===== src/rtl/xpoint_fabric.sv =====
module xpoint_fabric #(
  parameter int P  = 8,
  parameter int SW = (P > 1) ? $clog2(P) : 1
) (
  input  logic            clk,
  input  logic            rst_n,
  input  logic            cfg_we,
  input  logic [SW-1:0]   cfg_pin,
  input  logic            cfg_dir,
  input  logic            cfg_link,
  input  logic [SW-1:0]   cfg_src,
  input  logic [SW-1:0]   rd_pin,
  output logic            rd_dir,
  output logic            rd_link,
  output logic [SW-1:0]   rd_src,
  input  logic [P-1:0]    pin_in,
  output logic [P-1:0]    pin_out,
  output logic [P-1:0]    pin_oe,
  output logic [P-1:0]    tbl_dir,
  output logic [P-1:0]    tbl_link,
  output logic [P*SW-1:0] tbl_src
);

  logic [P-1:0]  dir_q;
  logic [P-1:0]  link_q;
  logic [SW-1:0] src_q [P];

  always_ff @(posedge clk or negedge rst_n) begin
    if (!rst_n) begin
      dir_q  <= '0;
      link_q <= '0;
      for (int k = 0; k < P; k++) src_q[k] <= '0;
    end else if (cfg_we) begin
      dir_q[cfg_pin]  <= cfg_dir;
      link_q[cfg_pin] <= cfg_link;
      src_q[cfg_pin]  <= cfg_src;
    end
  end

  assign rd_dir  = dir_q[rd_pin];
  assign rd_link = link_q[rd_pin];
  assign rd_src  = src_q[rd_pin];
  assign tbl_dir  = dir_q;
  assign tbl_link = link_q;

  for (genvar i = 0; i < P; i++) begin : g_pin
    logic valid;
    assign tbl_src[i*SW +: SW] = src_q[i];
    assign valid = dir_q[i] && link_q[i] && (src_q[i] != SW'(i)) && !dir_q[src_q[i]];
    assign pin_oe[i]  = valid;
    assign pin_out[i] = valid & pin_in[src_q[i]];

    assert_others_hold_R2: assert property (@(posedge clk) disable iff (!rst_n)
      (cfg_we && cfg_pin != SW'(i)) |=> $stable({dir_q[i], link_q[i], src_q[i]}));

    assert_write_lands_R2: assert property (@(posedge clk) disable iff (!rst_n)
      (cfg_we && cfg_pin == SW'(i)) |=>
        (tbl_dir[i] == $past(cfg_dir) && tbl_link[i] == $past(cfg_link)
         && tbl_src[i*SW +: SW] == $past(cfg_src)));

    assert_source_not_driving_R7: assert property (@(posedge clk) disable iff (!rst_n)
      pin_oe[i] |-> !pin_oe[src_q[i]]);

    assert_idle_pin_quiet_R6: assert property (@(posedge clk) disable iff (!rst_n)
      !pin_oe[i] |-> !pin_out[i]);
  end

  assert_reset_clean_R1: assert property (@(posedge clk) disable iff (!rst_n)
    $rose(rst_n) |-> (pin_oe == '0 && tbl_dir == '0 && tbl_link == '0));

endmodule


===== config.mk =====
export PLATFORM = sky130hd
export DESIGN_NAME = xpoint_fabric
export DESIGN_NICKNAME = d
export VERILOG_FILES = /design/src/rtl/xpoint_fabric.sv
export SDC_FILE = /design/constraint.sdc
export NUM_CORES = 1
export LEC_CHECK = 0
export CAP_MARGIN = 20
export CELL_PAD_IN_SITES_DETAIL_PLACEMENT = 0
export CELL_PAD_IN_SITES_GLOBAL_PLACEMENT = 1
export CORE_ASPECT_RATIO = 1.4
export CORE_MARGIN = 3
export CORE_UTILIZATION = 54
export DETAILED_ROUTE_END_ITERATION = 8
export DONT_BUFFER_PORTS = 1
export PLACE_DENSITY_LB_ADDON = 0.3
export SETUP_SLACK_MARGIN = 0.3
export SLEW_MARGIN = 25
export SYNTH_ARGS = -nofsm -noshare
export SYNTH_HDL_FRONTEND = slang
export SYNTH_SLANG_ARGS = --single-unit

===== constraint.sdc =====
create_clock -name clk -period 2.15 [get_ports clk]
set_clock_uncertainty 0.05 [all_clocks]
set_input_delay 0.1075 -clock clk [delete_from_list [all_inputs] [get_ports clk]]
set_output_delay 0.1075 -clock clk [all_outputs]
set_load 0.03 [all_outputs]

# Word-level counts from Yosys, hierarchy flattened

Cells that the tools add are included.

$lt $le $gt $ge: 14
Equal/unequal tests: 7
Multiplexer cells: 46
Bitwise logic cells: 10
Reduce and logical (&&, ||, !) cells: 35

Operators with widths:

| operator                                                                             | count |
|---|---|
| 1-bit binary-select mux with 3-bit select                                            | 18 |
| 3-bit by 4-bit less-than comparator with 1-bit output (second input constant)        | 10 |
| 1-bit logical AND                                                                    | 26 |
| 24-bit bitwise mux                                                                   | 1 |
| 1-bit two-way mux                                                                    | 19 |
| 8-bit bitwise mux                                                                    | 2 |
| 3-bit inequality test (second input constant)                                        | 4 |
| 3-bit binary-select mux with 3-bit select                                            | 1 |
| 3-bit demux with 3-bit select                                                        | 1 |
| 3-bit two-way mux                                                                    | 3 |
| 1-bit AND                                                                            | 8 |
| 4-bit greater-or-equal comparator (second input constant)                            | 2 |
| 1-bit zero test                                                                      | 8 |
| 3-bit NOT with 4-bit output                                                          | 2 |
| 3-bit by 2-bit inequality test with 1-bit output (second input constant)             | 2 |
| 4-bit by 1-bit less-than comparator with 1-bit output (second input constant)        | 1 |
| 1-bit demux with 3-bit select                                                        | 1 |
| 3-bit by 1-bit greater-or-equal comparator with 1-bit output (second input constant) | 1 |
| 3-bit by 1-bit inequality test with 1-bit output (second input constant)             | 1 |
| 3-bit nonzero test                                                                   | 1 |

Register bits after elaboration: 40
Input port bits: 22
Output and inout bits: 61
Word-level logic and storage cells: 122

# Longest topological paths before layout

Word-level depth: 6
Gate-level depth with buffers: 6
Depth with buffers taken out: 4

# Worst setup path before layout

OpenSTA, ideal clock, no wires.

Path type: flip-flop to output port
Start point: reg src_q (netlist bit tbl_src[9])
End point: out pin_out[3]
Data arrival time: 2.287 ns
Required time: 1.992 ns
Slack: -0.295 ns
Stages on the path, launching flop included: 6
Path buffers: 1
Path through: dfrtp_1 buf_2 mux2_2 a22oi_1 nor2_1 nor4_1

Word-level cells in the longest chain between the ends: 5
Elaborated cells between the ends (all ways): 9
Those cells by class: eq/ne (1); mux (4); bitwise (1); reduce/logical (3)

RTL lines:

| item                                      | RTL line | text |
|---|---|---|
| from (decl)                               | 26       | `logic [SW-1:0] src_q [P];` |
| from (signal, indexed assignment)         | 36       | `src_q[cfg_pin] <= cfg_src;` |
| 1-bit binary-select mux with 3-bit select | 49       | `assign valid = dir_q[i] && link_q[i] && (src_q[i] != SW'(i)) && !dir_q[src_q[i]];` |
| 1-bit two-way mux (implied by the code)   | 49       |  |
| 1-bit zero test                           | 49       |  |
| 1-bit logical AND                         | 49       |  |
| 1-bit AND *                               | 51       | `assign pin_out[i] = valid & pin_in[src_q[i]];` |
| to (decl)                                 | 17       | `output logic [P-1:0] pin_out,` |

Every way passes the cells marked *; elsewhere a longest branch is shown, timed or not. The select of a mux whose other input is x is not followed.

# Worst setup path in the final report

Start point: reg src_q (netlist bit tbl_src[21])
End point: out pin_out[7]

Same word-level chain as after synthesis.

==> metrics.txt <==
status finished clean; worst min path class in2reg; internal power 2290 uW; first-pass GRT wire length 15500 microns; critical path data required time 1.99 ns; Chip Width 69.9 microns; Setup Total Neg Slack 0 ns; row count 31; Routed WL 10000 microns; post-synthesis sequential area ratio 0.325; area leader, netlist dfrtp_1; RSZ-0062 raised after global routing true; dominant cells by area after synthesis dfrtp_1 32%, mux2_2 17%, mux4_2 17%, mux2i_1 4.2%, buf_4 2.7%; Syn-to-layout area delta 31.3%; Period minus WS final 2.03 ns; die height 95.4 microns; YS warnings 0; power density cells 1020 nW/um^2; top cell type's share of synthesized area 0.325; Clock transition at path regs 0.08 ns; dpl cells 333; Skew-Pair Late Insertion Delay 0.29 ns; DR WL/cell 26.7 microns; cell with the most instances after synthesis mux2_2; Yosys cell types 45; Net Count, Synth 280; crit share post-route 0.946; Max Freq 492 MHz; Port Buf Inserts 0; core area 5350 sq um; Primary FF master, synth dfrtp_1; worst slew pin tran 0.588 ns; Final Setup Violations 0; initial detailed-routing violation count 196; largest net degree at the start of global routing 41; final hold vios 0; kind of critical path reg2out; sw frac 0.446; TritonCTS clock tree built; Sw Pwr 1850 uW; syn_area_per_cell 11.9 sq um; pre-CTS setup slack 0.387 ns; Clock Sinks 40; CTS Root Cell clkbuf_8; H-tree depth 2; Cell Area, Placed 3340 sq um; antenna viol nets, final 0; antenna cells 0; CP Data Arrival Time 1.88 ns; Async SR Flop Fraction 1.00; register bit total from synthesis 40; mapped cell area 3080 sq um; number of flops mapped to enable cells by yosys 0; Logic pwr share 0.527; dpl hpwl 6680 microns; Max Cap Viol 0; Reg power frac 0.345; I/O pin total 83; CTS buffer count 5; Commonest cells post-synth 47 x mux2_2, 40 x dfrtp_1, 23 x mux4_2, 13 x mux2i_1, 13 x nand2_1; peak supply drop 0.000734 V; Vias/cell 6.92; die area 6660 sq um; fin nets 331; vias in the first global route 2707; slew margin rel. 0.606; crit path capture type output pin; Crit Path Max Fanout 7; DRC violations left 0; Synth Instances 258; non-filler cells, final 376; grt total ovfl 0; crit start category register; initial antenna violation count 0; fin. max-slew vios 0; Lkg Pwr 0.00158 uW; First-pass DRT Iterations 4; crit path setup slack, layout 0.117 ns; vias 2603; GRT Resource Usage Total 0.311; Placer Congestion 0.866; initial core utilization 0.576; fraction of layout cells with a size suffix above 1 0.723; design area 4050 sq um; CTS Buffer Depth 2; Clock Power Share 0.127
==> cells in the final DEF (no fill, tap or decap), types with 3 or more instances in the layout <==
cell / instances
nand2_1: 12
nor2_1: 6
dfrtp_2: 31
dfrtp_1: 8
o21ai_0: 4
mux4_1: 3
clkbuf_8: 6
a211oi_2: 3
nor3_2: 3
dlygate4sd3_1: 6
buf_4: 51
mux2_4: 8
nand4b_1: 3
inv_1: 6
mux4_2: 23
mux2_2: 40
nand3_1: 7
mux2i_1: 9
a22oi_2: 4
nor3b_2: 3
buf_6: 11
nor2_2: 4
==> per-stage QoR <==
stage	hold WS [ns]	util	total power (uW)
finish	0.00899	0.756	4130
CTS	0.00133	0.732	3990
detailed placement	-0.237	0.625	3050
floorplan	-0.238	-	2650
global route	0.0344	0.756	4300
global placement	-0.237	0.625	3010
==> metal layers <==
metal / global-route usage / vias up / wire [microns]
met3: 0.0992 / 24 / 1110
met5: 0 / - / 0
met4: 0.145 / 0 / 296
li1: - / 1092 / -
met2: 0.511 / 153 / 5010
met1: 0.372 / 1334 / 3630
==> sequential cells by signal, indices dropped and copies added (netlist names) <==
signal,flops
tbl_dir,8
tbl_link,8
tbl_src,24
==> cell type report <==
class	count	area, sq um
multi-input combinational	181	2160
fill	349	1310
sequential	40	1040
timing repair buffer	73	642
clock buffer	8	90.1
tap	66	82.6
inverter	8	30.0
==> worst paths after layout <==
kind | from | to | slack, ns | cells after the start
setup / recovery | tbl_src[21] | pin_out[7] | 0.12 | 4
hold / removal | cfg_pin[2] | tbl_src[7] | 0.009 | 3
setup reg to reg | tbl_dir[1] | tbl_dir[1] | 0.90 | 3
hold reg to reg | tbl_src[8] | tbl_src[8] | 0.59 | 1
max in group asynchronous | rst_n | tbl_src[11] | 1.61 | 2
min in group asynchronous | rst_n | tbl_link[7] | 0.22 | 2
==> critical path, stage by stage, from the launching register on <==
cell and delay [ns]:
dfrtp_2 0.55, mux4_2 0.55, mux2i_2 0.22, a2111oi_4 0.08, buf_4 0.19
==> power groups by stage <==
| stage | Combinational [uW] | Clock [uW] | Sequential, uW |
|---|---|---|---|
| after floorplan | 1240 | 0 | 1420 |
| after global placement | 1610 | 0 | 1410 |
| after detailed placement | 1630 | 0 | 1410 |
| after CTS | 2050 | 530 | 1410 |
| after global routing | 2290 | 551 | 1460 |
| final | 2180 | 526 | 1430 |
==> cell families after synthesis <==
logic type,synth area share
muxes,0.412
and+or+nand+nor,0.107
DFF,0.325
buffers and inverters,0.0706
AOI/OAI and AO/OA,0.0852
==> repair_timing <==
item | CTS | global route
buffers inserted | 23 | 5
endpoints found under the hold margin | 80 | 0
gates resized for setup | 78 | 23
hold buffers | 7 | 0
setup endpoints to repair | 21 | 20
pin swaps | 15 | 11
Note: power is estimated with default switching activity, not from simulation.
